`config.mk`:
```
export PLATFORM = sky130hd
export DESIGN_NAME = tdl_cell
export DESIGN_NICKNAME = d
export VERILOG_FILES = /design/src/rtl/tdl_pkg.sv /design/src/rtl/tdl_decode.sv /design/src/rtl/tdl_ctrl_rule.sv /design/src/rtl/tdl_xor_rule.sv /design/src/rtl/tdl_cell.sv
export SDC_FILE = /design/constraint.sdc
export NUM_CORES = 1
export LEC_CHECK = 0
export BUFFER_PORTS_ARGS = -buffer_cell sky130_fd_sc_hd__buf_2
export CAP_MARGIN = 20
export CORE_AREA = 2 2 39 41
export DETAILED_ROUTE_END_ITERATION = 12
export DIE_AREA = 0 0 41 43
export PLACE_DENSITY = 0.75
export REMOVE_ABC_BUFFERS = 1
export SYNTH_ARGS = -nofsm -noshare
export SYNTH_HDL_FRONTEND = slang
export SYNTH_SLANG_ARGS = --single-unit
```
`constraint.sdc`:
```
create_clock -name vclk -period 3
set_input_delay 0.45 -clock vclk [all_inputs]
set_output_delay 0.45 -clock vclk [all_outputs]
set_load 0.005 [all_outputs]
```
`src/rtl/tdl_pkg.sv`:
```
package tdl_pkg;
  localparam int TRIT_W = 2;
  localparam int NSIG   = 3;
  localparam int OP_W   = 2;
  localparam logic [TRIT_W-1:0] T_UNK = 2'b00;
  localparam logic [TRIT_W-1:0] T_BAD = 2'b01;
  localparam logic [TRIT_W-1:0] T_ZERO = 2'b10;
  localparam logic [TRIT_W-1:0] T_ONE = 2'b11;

  typedef enum logic [OP_W-1:0] {
    OP_AND  = 2'd0,
    OP_OR   = 2'd1,
    OP_XOR  = 2'd2,
    OP_PASS = 2'd3
  } gate_op_e;

  function automatic logic [TRIT_W-1:0] enc_trit(input logic kn, input logic v);
    return kn ? {1'b1, v} : T_UNK;
  endfunction
endpackage

```
`src/rtl/tdl_decode.sv`:
```
module tdl_decode
  import tdl_pkg::*;
(
  input  logic [TRIT_W-1:0] code,
  output logic              known,
  output logic              val,
  output logic              bad
);
  assign known = code[1];
  assign val   = code[0];
  assign bad   = (code == T_BAD);
endmodule

```
`src/rtl/tdl_ctrl_rule.sv`:
```
// Deduction for gates with a controlling input value: CTRL = 0 gives AND,
// CTRL = 1 gives OR. Index 0 = A, 1 = B, 2 = Z.
module tdl_ctrl_rule
  import tdl_pkg::*;
#(
  parameter logic CTRL = 1'b0
) (
  input  logic [NSIG-1:0] kn_i,
  input  logic [NSIG-1:0] vl_i,
  output logic [NSIG-1:0] kn_o,
  output logic [NSIG-1:0] vl_o,
  output logic            contra
);
  logic [NSIG-1:0] is_c, is_n;

  always_comb begin
    for (int i = 0; i < NSIG; i++) begin
      is_c[i] = kn_i[i] && (vl_i[i] == CTRL);
      is_n[i] = kn_i[i] && (vl_i[i] != CTRL);
    end
    contra = ((is_c[0] || is_c[1]) && is_n[2]) ||
             (is_n[0] && is_n[1] && is_c[2]);
    kn_o = kn_i;
    vl_o = vl_i;
    if (is_c[0] || is_c[1]) begin
      kn_o[2] = 1'b1; vl_o[2] = CTRL;
    end
    if (is_n[0] && is_n[1]) begin
      kn_o[2] = 1'b1; vl_o[2] = ~CTRL;
    end
    if (is_n[2]) begin
      kn_o[0] = 1'b1; vl_o[0] = ~CTRL;
      kn_o[1] = 1'b1; vl_o[1] = ~CTRL;
    end
    if (is_c[2] && is_n[0]) begin
      kn_o[1] = 1'b1; vl_o[1] = CTRL;
    end
    if (is_c[2] && is_n[1]) begin
      kn_o[0] = 1'b1; vl_o[0] = CTRL;
    end
  end

  // A non-controlling output must drive both inputs to the non-controlling value
  always_comb begin
    if (!contra && is_n[2])
      assert_ctrl_backprop_R2: assert (kn_o[1:0] == 2'b11 && vl_o[1:0] == {2{~CTRL}})
        else $error("backward rule broken (R2/R3)");
  end
endmodule

```
`src/rtl/tdl_xor_rule.sv`:
```
module tdl_xor_rule
  import tdl_pkg::*;
(
  input  logic [NSIG-1:0] kn_i,
  input  logic [NSIG-1:0] vl_i,
  output logic [NSIG-1:0] kn_o,
  output logic [NSIG-1:0] vl_o,
  output logic            contra
);
  localparam int CNT_W = $clog2(NSIG + 1);
  logic [CNT_W-1:0] nk;
  logic             par;

  always_comb begin
    nk  = '0;
    par = 1'b0;
    for (int i = 0; i < NSIG; i++) begin
      nk  = nk + CNT_W'(kn_i[i]);
      par = par ^ (kn_i[i] & vl_i[i]);
    end
    kn_o   = kn_i;
    vl_o   = vl_i;
    contra = (nk == CNT_W'(NSIG)) && par;
    if (nk == CNT_W'(NSIG - 1)) begin
      for (int i = 0; i < NSIG; i++) begin
        if (!kn_i[i]) begin
          kn_o[i] = 1'b1;
          vl_o[i] = par;
        end
      end
    end
  end

  always_comb begin
    if (nk == CNT_W'(NSIG - 1))
      assert_xor_fill_R4: assert (&kn_o && !contra) else $error("xor fill missing (R4)");
    if (nk == CNT_W'(1))
      assert_xor_single_R4: assert (kn_o == kn_i) else $error("xor deduced from one signal (R4)");
  end
endmodule

```
`src/rtl/tdl_cell.sv`:
```
module tdl_cell
  import tdl_pkg::*;
(
  input  logic [1:0] gate_op,
  input  logic [1:0] a_in,
  input  logic [1:0] b_in,
  input  logic [1:0] z_in,
  output logic [1:0] a_out,
  output logic [1:0] b_out,
  output logic [1:0] z_out,
  output logic       err_o,
  output logic       chg_o
);
  logic [TRIT_W-1:0] tin  [NSIG];
  logic [TRIT_W-1:0] tout [NSIG];
  logic [NSIG-1:0]   kn, vl, bad;
  logic [NSIG-1:0]   and_kn, and_vl, or_kn, or_vl, xor_kn, xor_vl;
  logic              and_c, or_c, xor_c;
  logic [NSIG-1:0]   sel_kn, sel_vl;
  logic              sel_c, diff;
  gate_op_e          op;

  assign tin[0] = a_in;
  assign tin[1] = b_in;
  assign tin[2] = z_in;
  assign op     = gate_op_e'(gate_op);

  for (genvar g = 0; g < NSIG; g++) begin : g_dec
    tdl_decode u_dec (.code(tin[g]), .known(kn[g]), .val(vl[g]), .bad(bad[g]));
  end

  tdl_ctrl_rule #(.CTRL(1'b0)) u_and (
    .kn_i(kn), .vl_i(vl), .kn_o(and_kn), .vl_o(and_vl), .contra(and_c));
  tdl_ctrl_rule #(.CTRL(1'b1)) u_or (
    .kn_i(kn), .vl_i(vl), .kn_o(or_kn), .vl_o(or_vl), .contra(or_c));
  tdl_xor_rule u_xor (
    .kn_i(kn), .vl_i(vl), .kn_o(xor_kn), .vl_o(xor_vl), .contra(xor_c));

  always_comb begin
    case (op)
      OP_AND:  begin sel_kn = and_kn; sel_vl = and_vl; sel_c = and_c; end
      OP_OR:   begin sel_kn = or_kn;  sel_vl = or_vl;  sel_c = or_c;  end
      OP_XOR:  begin sel_kn = xor_kn; sel_vl = xor_vl; sel_c = xor_c; end
      default: begin sel_kn = kn;     sel_vl = vl;     sel_c = 1'b0;  end
    endcase
    err_o = (op != OP_PASS) && (sel_c || (|bad));
    diff  = 1'b0;
    for (int i = 0; i < NSIG; i++) begin
      if (op == OP_PASS)   tout[i] = tin[i];
      else if (err_o)      tout[i] = T_UNK;
      else                 tout[i] = enc_trit(sel_kn[i], sel_vl[i]);
      diff = diff | (tout[i] != tin[i]);
    end
    chg_o = (op != OP_PASS) && (err_o || diff);
  end

  assign a_out = tout[0];
  assign b_out = tout[1];
  assign z_out = tout[2];

  always_comb begin
    assert_err_blank_R5: assert (!err_o ||
        (a_out == T_UNK && b_out == T_UNK && z_out == T_UNK && chg_o))
      else $error("error result not blanked (R5)");
    if (op != OP_PASS)
      assert_no_bad_out_R1: assert (a_out != T_BAD && b_out != T_BAD && z_out != T_BAD)
        else $error("illegal code on output (R1)");
    if (op == OP_PASS)
      assert_pass_R7: assert (a_out == a_in && b_out == b_in && z_out == z_in && !err_o && !chg_o)
        else $error("pass-through altered (R7)");
    if (op != OP_PASS && a_in == T_UNK && b_in == T_UNK && z_in == T_UNK)
      assert_allx_R6: assert (!err_o && !chg_o && a_out == T_UNK && z_out == T_UNK)
        else $error("all-unknown not quiet (R6)");
    if (!err_o && a_in[1])
      assert_keep_a_R9: assert (a_out == a_in) else $error("known A overwritten (R9)");
    if (!err_o && z_in[1])
      assert_keep_z_R9: assert (z_out == z_in) else $error("known Z overwritten (R9)");
  end
endmodule

```
==> key figures, run 1 <==
Global route
  – Global-route layer with the greatest usage: met2
  – Pin count of the biggest net entering global routing: 15
  – Initial antenna violation count: 0
  – First-pass GRT wire length: 3.11 mm
  – GR Layer Usage met3: 1.57%
  – Met2 layer usage reported by global route: 36.6%
  – Vias in the first global route: about 720
  – Total global routing track utilization: 23.5%
  – Global Route met1 Usage: 33.7%
  – Overflow left after global routing: 0

Die
  – Boundary pin count: 16
  – Overall die area: about 1800 µm²
  – Area inside the core boundary: 1380 µm²
  – Floorplan die width: between 40 and 50 µm
  – Height of the die: ~43 µm
  – Initial core utilization: between 40 and 50%
  – Core Rows: 14

Critical path
  – WS Path Type: in2out
  – Timing startpoint of the critical path: b_in[1]
  – Critical Path RT: 2550 ps
  – Element type at the critical path start: primary input
  – Kind of capture point of the worst setup path: primary output
  – Critical Path AT: 2450 ps
  – CP max FO: 5

Timing
  – Share of the cycle needed by the critical path after routing: 96.6%
  – Max Slew Vio Count: 0
  – Relative slew slack: between 70% and 80%
  – Count of final setup violators: 0
  – Achievable clock frequency: 345 MHz
  – Slew at the pin closest to its max-slew limit: 429 ps
  – Final Critical Period: 2900 ps
  – Hold Violations, Final: 0

Route
  – Drt wl/cell: ~14 µm
  – Number of design rule violations left after detail routing: 0
  – Number of detailed-route iterations in the first pass: 5
  – Via density per instance: 6.35
  – Number of nets with antenna violations after routing: 0
  – Total via count in the routed design: about 860
  – Sum of routed wire length over all layers: 1.92 mm
  – DRC marker count from the first detailed-route iteration: 36

Clock network
  – CTS hold repair buffers: 0

Cells and area
  – Clock buffer instance count of the final layout: 0
  – Nets@finish: about 130
  – Most common cell after layout, fill and taps aside: sky130_fd_sc_hd__buf_2
  – Final antenna diode count: 0
  – Filler cell count: between 100 and 150
  – Area growth from synthesis to layout: 23.0%
  – Layout cells sized above 1: 26.7%
  – Most frequent cells in the layout: sky130_fd_sc_hd__buf_2, sky130_fd_sc_hd__nor2_1, sky130_fd_sc_hd__a21oi_1, sky130_fd_sc_hd__nand2_1, sky130_fd_sc_hd__buf_4
  – Combined flip-flop and latch cell area: 0 µm²
  – Number of sequential cells: 0
  – Count of non-filler cells in the finished layout: 136

Placed design
  – Placed Cells: about 140
  – Post-detailed-placement half-perimeter wirelength: 1.48 mm
  – Port Buf Inserts: 16
  – Routability congestion estimate from global placement: 0.898

Pwr
  – Worst ir drop on vdd: between 0.00008 and 0.00009 V
  – Total power of the final layout: 0.149 mW
  – Leak: ~0.36 nW
  – Power per Cell Area: 193 nW/µm²

Job
  – # Max-Cap Violations: 0

Yosys
  – Distinct cell type count after synthesis: 36
  – Number of standard cells after synthesis: 103
  – Total of warnings raised by yosys: 0
  – Post-Synthesis Mean Instance Area: 6.09 µm²
  – Cell Area, Synth: 627 µm²
  – Post-synthesis sequential area ratio: 0%

Run status
  – Outcome: complete, no violations

Worst hold path
  – Hold WC Path Type: in2out
  – Worst min-delay path startpoint: a_in[1]
## synth_stat cells, types with 2 or more instances
master                     count  area [µm²]
sky130_fd_sc_hd__nand2_1       8        30.0
sky130_fd_sc_hd__o31ai_1       2        15.0
sky130_fd_sc_hd__nor3_1        2        10.0
sky130_fd_sc_hd__a222oi_1      2        20.0
sky130_fd_sc_hd__o21a_1        2        15.0
sky130_fd_sc_hd__inv_1         6        22.5
sky130_fd_sc_hd__nor3b_1       2        15.0
sky130_fd_sc_hd__and2_1        3        18.8
sky130_fd_sc_hd__o22ai_1       3        18.8
sky130_fd_sc_hd__ha_1          2        25.0
sky130_fd_sc_hd__o32ai_1       3        26.3
sky130_fd_sc_hd__a21o_1        2        15.0
sky130_fd_sc_hd__nor2_1       15        56.3
sky130_fd_sc_hd__o21ai_0       6        30.0
sky130_fd_sc_hd__buf_2         4        20.0
sky130_fd_sc_hd__nand2b_1      5        31.3
sky130_fd_sc_hd__xor2_1        2        17.5
sky130_fd_sc_hd__buf_4         2        15.0
sky130_fd_sc_hd__a21oi_1      13        65.1
sky130_fd_sc_hd__a22o_1        2        17.5
sky130_fd_sc_hd__o22a_1        2        17.5
## report_power, final
group | internal (mW) | switching [mW]
Combinational | 0.0673 | 0.0815
Clock | 0 | 0
Sequential | 0 | 0
## final cells by class
class | instances | area [µm²] | share of cell area [%]
timing repair buffer | 23 | 133 | 17.2
tap | 16 | 20.0 | 2.60
inverter | 7 | 26.3 | 3.41
multi-input combinational | 90 | 592 | 76.8
## worst paths after layout
kind	endpoint	depth (start not counted)
hold / removal	a_out[1]	4
setup / recovery	chg_o	10
## cells by family after synthesis
logic type      count (synthesis)  share of synthesized area, %
fa+ha+maj                       3                          7.19
xor+xnor                        2                          2.79
buf+inv                        13                          9.78
simple gates                   42                          34.3
compound gates                 43                          45.9
## metrics by stage
| step | util (%) | setup slack, ps | cell area, µm² | hold slack (ps) | TNS (ps) |
|---|---|---|---|---|---|
| floorplan | - | 403 | 592 | 994 | 0 |
| global placement | 53.3 | 113 | 737 | 1300 | 0 |
| detailed placement | 53.3 | 21.2 | 737 | 1310 | 0 |
| CTS | 53.3 | 18.6 | 737 | 1310 | 0 |
| global route | 55.7 | -9.04 | 771 | 1350 | -9.04 |
| finish | 55.7 | 102 | 771 | 1310 | 0 |
## what timing repair did
item                       CTS  global route
gates resized for setup      0             5
setup buffers                0             1
setup endpoints to repair    0             1
## critical path, cell delays in order
cell and delay, ps:
sky130_fd_sc_hd__buf_2 150, sky130_fd_sc_hd__fa_1 540, sky130_fd_sc_hd__nand2b_4 150, sky130_fd_sc_hd__o21bai_1 110, sky130_fd_sc_hd__o22a_1 240, sky130_fd_sc_hd__o22a_1 210, sky130_fd_sc_hd__xor2_1 140, sky130_fd_sc_hd__o31ai_1 210
sky130_fd_sc_hd__nand3_1 110, sky130_fd_sc_hd__buf_2 140
## routing by layer
layer / share of wire, % / routed length, µm
met1: 40 / 775
met2: 52 / 998
met3: 6.4 / 123
met4: 1.1 / 21
met5: 0 / 0
(Power assumes the default switching activity.)
==> inputs of run 2 (changes only) <==
==> constraint.sdc (replaced) <==
create_clock -name vclk -period 3
set_input_delay 0.15 -clock vclk [all_inputs]
set_output_delay 0.15 -clock vclk [all_outputs]
set_load 0.005 [all_outputs]
==> run 2 against run 1 <==
Against the previous run:
- final area fell by 10%
- clock-buffer cell count unchanged
- critical path depth unchanged
- final cell count is 5.1% lower
- non-clock buffer count fell by 7
- flip-flop and latch count is the same
- first-iteration DRC count grew 50%
- global-route usage shrank 0.78 points
- worst hold slack got worse by 590 ps
- sequential share of layout area unchanged
- largest power group unchanged
- maximum frequency rose by 18%
- wire length shrank 7.1%
==> key figures, run 2 (synthesis results as in run 1) <==
Clock network
  – CTS hold repair buffers: 0
  – Total setup buffers inserted after CTS: 0
  – Quantity of gates resized following cts: 0

Pwr
  – Fraction of power consumed by the clock network: 0%
  – Sequential share of power: 0%
  – Switching share of total power: 58.6%
  – Net Switching: 0.0750 mW
  – Total power of the final layout: approximately 0.13 mW
  – Internal power: 0.0530 mW
  – Leak: 0.315 nW
  – Worst ir drop on vdd: 0.0000712 V
  – Portion of total power attributed to combinational logic: 100.0%
  – Power per Cell Area: around 190 nW/µm²

Global route
  – Pin count of the biggest net entering global routing: 15
  – Total global routing track utilization: 22.7%
  – Vias in the first global route: 731
  – First-pass GRT wire length: 2.99 mm
  – Initial antenna violation count: 0
  – Overflow left after global routing: 0

Timing
  – Slack of the critical path: 538 ps
  – Relative slew slack: 64.8%
  – Final Critical Period: 2460 ps
  – Hold Violations, Final: 0
  – Achievable clock frequency: between 400 and 500 MHz
  – Max Slew Vio Count: 0
  – Share of the cycle needed by the critical path after routing: 82.1%
  – Slew at the pin closest to its max-slew limit: 520 ps
  – Sum of negative setup slack: 0 ps
  – Count of final setup violators: 0
  – Setup repair after global routing missed its margin: no

Cells and area
  – Layout cells sized above 1: 18.6%
  – Count of non-filler cells in the finished layout: 129
  – Area growth from synthesis to layout: 10.4%
  – Most common cell after layout, fill and taps aside: sky130_fd_sc_hd__buf_2
  – Final antenna diode count: 0
  – Combined flip-flop and latch cell area: 0 µm²
  – Most frequent cells in the layout: sky130_fd_sc_hd__buf_2, sky130_fd_sc_hd__nor2_1, sky130_fd_sc_hd__a21oi_1, sky130_fd_sc_hd__nand2_1
  – Number of sequential cells: 0
  – Clock buffer instance count of the final layout: 0
  – Nets@finish: 126

Critical path
  – CP max FO: 8
  – Cells along the critical path: buf_2, fa_1, nand2b_1, o21bai_1, o22a_1, o22a_1, xor2_1, o31ai_1, nand3_1, buf_2
  – Element type at the critical path start: primary input
  – Critical Path AT: 2310 ps
  – CP max stage delay: approximately 600 ps
  – Family with the most delay on the worst path: compound AO/OA/AOI/OAI gates
  – Buffering stage count on the worst path with inverters included: 2
  – WS Path Type: in2out
  – Kind of capture point of the worst setup path: primary output
  – Worst path slowest cell: sky130_fd_sc_hd__fa_1
  – Critical Path RT: 2850 ps

Route
  – Via density per instance: 6.31
  – Sum of routed wire length over all layers: 1.78 mm
  – Drt wl/cell: 13.8 µm
  – DRC marker count from the first detailed-route iteration: 54
  – Number of detailed-route iterations in the first pass: 8
  – Number of nets with antenna violations after routing: 0
  – Number of design rule violations left after detail routing: 0
  – Total via count in the routed design: 814

Placed design
  – Placed Cells: 129
  – Setup Slack @ Placement: 545 ps
  – Post-detailed-placement half-perimeter wirelength: 1.36 mm
  – Routability congestion estimate from global placement: around 0.81
  – Port Buf Inserts: 16

Die
  – Height of the die: roughly 43 µm
  – Area inside the core boundary: between 1000 and 1500 µm²
  – Initial core utilization: 45.3%
  – Overall die area: 1760 µm²
  – Floorplan die width: 41 µm
  – Core Rows: 14
  – Boundary pin count: 16

Run status
  – Outcome: complete, no violations

Worst hold path
  – Hold WC Path Type: in2out

Job
  – # Max-Cap Violations: 0
==> run 2: layout make-up <==
cell class	instances	area (µm²)
inverter	7	26.3
fill	142	692
multi-input combinational	90	566
timing repair buffer	16	80.1
tap	16	20.0
==> run 2: path summary, 6_finish.rpt <==
check                    from       end  slack, ps  depth (start not counted)
worst max-delay path  a_in[1]     chg_o        540                         10
worst min-delay path  a_in[0]  a_out[0]        730                          3
==> run 2: power by group through the flow <==
stage | Combinational [mW] | Sequential (mW) | Clock, mW
6_report | 0.128 | 0 | 0
4_1_cts | 0.126 | 0 | 0
3_3_place_gp | 0.123 | 0 | 0
3_5_place_dp | 0.125 | 0 | 0
2_1_floorplan | 0.0819 | 0 | 0
5_1_grt | 0.141 | 0 | 0
==> run 2: stage by stage <==
stage | utilization [%] | hold slack, ps | area, µm²
after global routing | 50.0 | 767 | 692
after CTS | 50.0 | 723 | 692
after detailed placement | 50.0 | 721 | 692
final | 50.0 | 725 | 692
after floorplan | - | 394 | 592
after global placement | 50.0 | 694 | 692
==> run 2: metal layers <==
metal	up-vias	routed length (µm)	track usage (%)
li1	396	-	-
met1	367	706	30.9
met4	0	26	5.33
met2	47	900	37.8
met3	4	147	0.524
met5	-	0	0
==> inputs of run 3 (changes only) <==
Settings changed: ABC_AREA from default to 1, CORE_AREA 2 2 39 41 to default, CORE_UTILIZATION from default to 53, DIE_AREA 0 0 41 43 to default, PLACE_DENSITY 0.75 to 0.85.
Clock period 3 ns to 2.17 ns, I/O delays scaled along.
==> run 3 against run 2 <==
Against the previous run:
- utilization increased by 20 points
- flip-flop and latch count unchanged
- clock-buffer cell count unchanged
- critical path type unchanged
==> key figures, run 3 <==
Run status
  – Outcome: complete, no violations

Timing
  – Worst hold slack: 677 ps
  – Relative slew slack: roughly 70%
  – Final Critical Period: 2040 ps
  – Max Slew Vio Count: 0
  – Hold Violations, Final: 0
  – Count of final setup violators: 0
  – Achievable clock frequency: 490 MHz
  – Slew at the pin closest to its max-slew limit: 450 ps
  – Share of the cycle needed by the critical path after routing: 94.1%
  – Sum of negative setup slack: 0 ps
  – Setup repair after global routing missed its margin: no

Route
  – Via density per instance: approximately 5.5
  – Number of detailed-route iterations in the first pass: 4
  – Drt wl/cell: roughly 11 µm
  – Number of nets with antenna violations after routing: 0
  – Sum of routed wire length over all layers: 2.10 mm
  – DRC marker count from the first detailed-route iteration: 34
  – Total via count in the routed design: 1,034
  – Number of design rule violations left after detail routing: 0

Yosys
  – Post-Synthesis Mean Instance Area: 4.53 µm²
  – Area share of the leading cell type in the synthesized netlist: 35.3%
  – Total of warnings raised by yosys: 0
  – Post-Synth Simple-Gate Area: 71.5%
  – Cell Area, Synth: between 700 and 800 µm²
  – Fraction of the mapped netlist area in compound gates: under 10%
  – Proportion of synthesized area in mux cells: 0%
  – Post-synthesis sequential area ratio: 0%
  – Most numerous cell in the Yosys netlist: sky130_fd_sc_hd__nand2_1
  – Most frequent cells after synthesis: sky130_fd_sc_hd__nand2_1, sky130_fd_sc_hd__nand3_1, sky130_fd_sc_hd__inv_1
  – Distinct cell type count after synthesis: 15
  – Main combinational cell family by area after synthesis: simple AND/OR/NAND/NOR gates
  – Number of standard cells after synthesis: approximately 160
  – Share of synthesized cell area in full adder, half adder and majority cells: 6.33%
  – Cell accounting for the most synthesized area: sky130_fd_sc_hd__nand2_1
  – Fraction of synthesized cell area in xor and xnor cells: 0%
  – Largest cells by area after synthesis: sky130_fd_sc_hd__nand2_1, sky130_fd_sc_hd__nand3_1, sky130_fd_sc_hd__inv_1

Critical path
  – WS Path Type: in2out
  – Family with the most delay on the worst path: simple AND/OR/NAND/NOR gates
  – Critical Path AT: ~1900 ps
  – Cells along the critical path: buf_2, nand2_1, inv_1, ha_1, inv_1, nand2_1, nand2_1, nor2_1, nor2_1, nand3_2, nand2_4, nand3_1, nand2_1, nand2_1, nor2_1, nand3_1, buf_2
  – Element type at the critical path start: primary input
  – Most used cell, CP: sky130_fd_sc_hd__nand2_1
  – CP max stage delay: around 300 ps
  – CP max FO: 12
  – Critical Path RT: 2060 ps
  – Worst path slowest cell: sky130_fd_sc_hd__ha_1
  – Buffering stage count on the worst path with inverters included: 4
  – Kind of capture point of the worst setup path: primary output

Die
  – Floorplan die width: 38.7 µm
  – Boundary pin count: 16
  – Initial core utilization: 60.8%
  – Overall die area: 1490 µm²
  – Core Rows: 12
  – Height of the die: 38.7 µm
  – Area inside the core boundary: 1170 µm²

Pwr
  – Net Switching: 0.129 mW
  – Switching share of total power: 64.9%
  – Leak: around 0.53 nW
  – Worst ir drop on vdd: between 0.0001 and 0.00015 V
  – Portion of total power attributed to combinational logic: 100.0%
  – Power per Cell Area: 242 nW/µm²
  – Sequential share of power: 0%
  – Fraction of power consumed by the clock network: 0%
  – Internal power: 0.0699 mW

Cells and area
  – Layout cells sized above 1: between 10% and 20%
  – Number of sequential cells: 0
  – Most frequent cells in the layout: sky130_fd_sc_hd__nand2_1, sky130_fd_sc_hd__nand3_1, sky130_fd_sc_hd__inv_1, sky130_fd_sc_hd__nor2_1, sky130_fd_sc_hd__buf_2
  – Combined flip-flop and latch cell area: 0 µm²
  – Most common cell after layout, fill and taps aside: sky130_fd_sc_hd__nand2_1
  – Area growth from synthesis to layout: 15.6%
  – Final antenna diode count: 0
  – Nets@finish: 187
  – Clock buffer instance count of the final layout: 0
  – Util after Layout: 70.3%

Global route
  – Total global routing track utilization: around a third
  – Pin count of the biggest net entering global routing: 13
  – Overflow left after global routing: 0
  – Vias in the first global route: 813
  – Initial antenna violation count: 0
  – First-pass GRT wire length: 3.44 mm

Worst hold path
  – Hold WC Path Type: in2out
  – Hold Path Cell Cnt: 6
  – Worst min-delay path startpoint: a_in[1]
  – End of the worst hold path: chg_o

Clock network
  – Total setup buffers inserted after CTS: 0
  – Quantity of gates resized following cts: 0
  – CTS hold repair buffers: 0

Placed design
  – Post-detailed-placement half-perimeter wirelength: 1.78 mm
  – Port Buf Inserts: 16
  – Routability congestion estimate from global placement: 1.01

Job
  – # Max-Cap Violations: 0
run 3: changes by cell type after synthesis, moves of 3 or more:
| cell | before | now |
|---|---|---|
| sky130_fd_sc_hd__o32ai_1 | 3 | 0 |
| sky130_fd_sc_hd__nand3_1 | 1 | 25 |
| sky130_fd_sc_hd__nand2b_1 | 5 | 0 |
| sky130_fd_sc_hd__o22ai_1 | 3 | 0 |
| sky130_fd_sc_hd__inv_1 | 6 | 23 |
| sky130_fd_sc_hd__and2_1 | 3 | 0 |
| sky130_fd_sc_hd__buf_2 | 4 | 0 |
| sky130_fd_sc_hd__nand2_1 | 8 | 67 |
| sky130_fd_sc_hd__a21oi_1 | 13 | 1 |
| sky130_fd_sc_hd__nand4_1 | 0 | 6 |
run 3: cell families (layout without fill, tap and decap cells):
group,after synthesis,in the layout
AOI/OAI and AO/OA,10,10
adders and majority gates,3,3
buffers and inverters,26,43
and+or+nand+nor,118,118
run 3: area by class of cell:
class                           count  area, µm²
Fill cell                         126        348
Inverter                           25       93.8
Timing Repair Buffer               18       97.6
Tap cell                           14       17.5
Multi-Input combinational cell    131        614
run 3: worst min-delay path: stages:
cell                      delay (ps)
sky130_fd_sc_hd__buf_2           140
sky130_fd_sc_hd__nand2_1          60
sky130_fd_sc_hd__nand2_1          50
sky130_fd_sc_hd__nor2_1           40
sky130_fd_sc_hd__nand3_1          60
sky130_fd_sc_hd__buf_2           100
run 3: worst max-delay path by stage:
stage | cells after the start | end | from | slack (ps)
finish | 17 | chg_o | a_in[1] | 130
detailed placement | 12 | chg_o | a_in[1] | 50
global route | 17 | chg_o | a_in[1] | 6
CTS | 12 | chg_o | a_in[1] | 40
floorplan | 10 | chg_o | a_in[1] | 540
global placement | 16 | chg_o | a_in[1] | 130
run 3: power groups by stage:
stage / clock (mW) / combinational [mW] / sequential (mW)
2_1_floorplan: 0 / 0.129 / 0
3_3_place_gp: 0 / 0.186 / 0
3_5_place_dp: 0 / 0.190 / 0
4_1_cts: 0 / 0.191 / 0
5_1_grt: 0 / 0.224 / 0
6_report: 0 / 0.199 / 0
run 3: through the flow:
stage | instance area, µm² | cells | worst slack, ps | power [mW]
floorplan | 701 | 156 | 536 | 0.129
global placement | 813 | 188 | 129 | 0.186
detailed placement | 813 | 188 | 49.6 | 0.190
CTS | 813 | 188 | 43.2 | 0.191
global route | 823 | 188 | 5.96 | 0.224
finish | 823 | 188 | 127 | 0.199
run 3: metal layers:
metal	part of all wire, %	vias up	GRT usage [%]
met4	0.43	0	1.72
met3	5.8	2	0
li1	-	536	-
met2	48	37	56.3
met1	46	459	44.1
met5	0	-	0
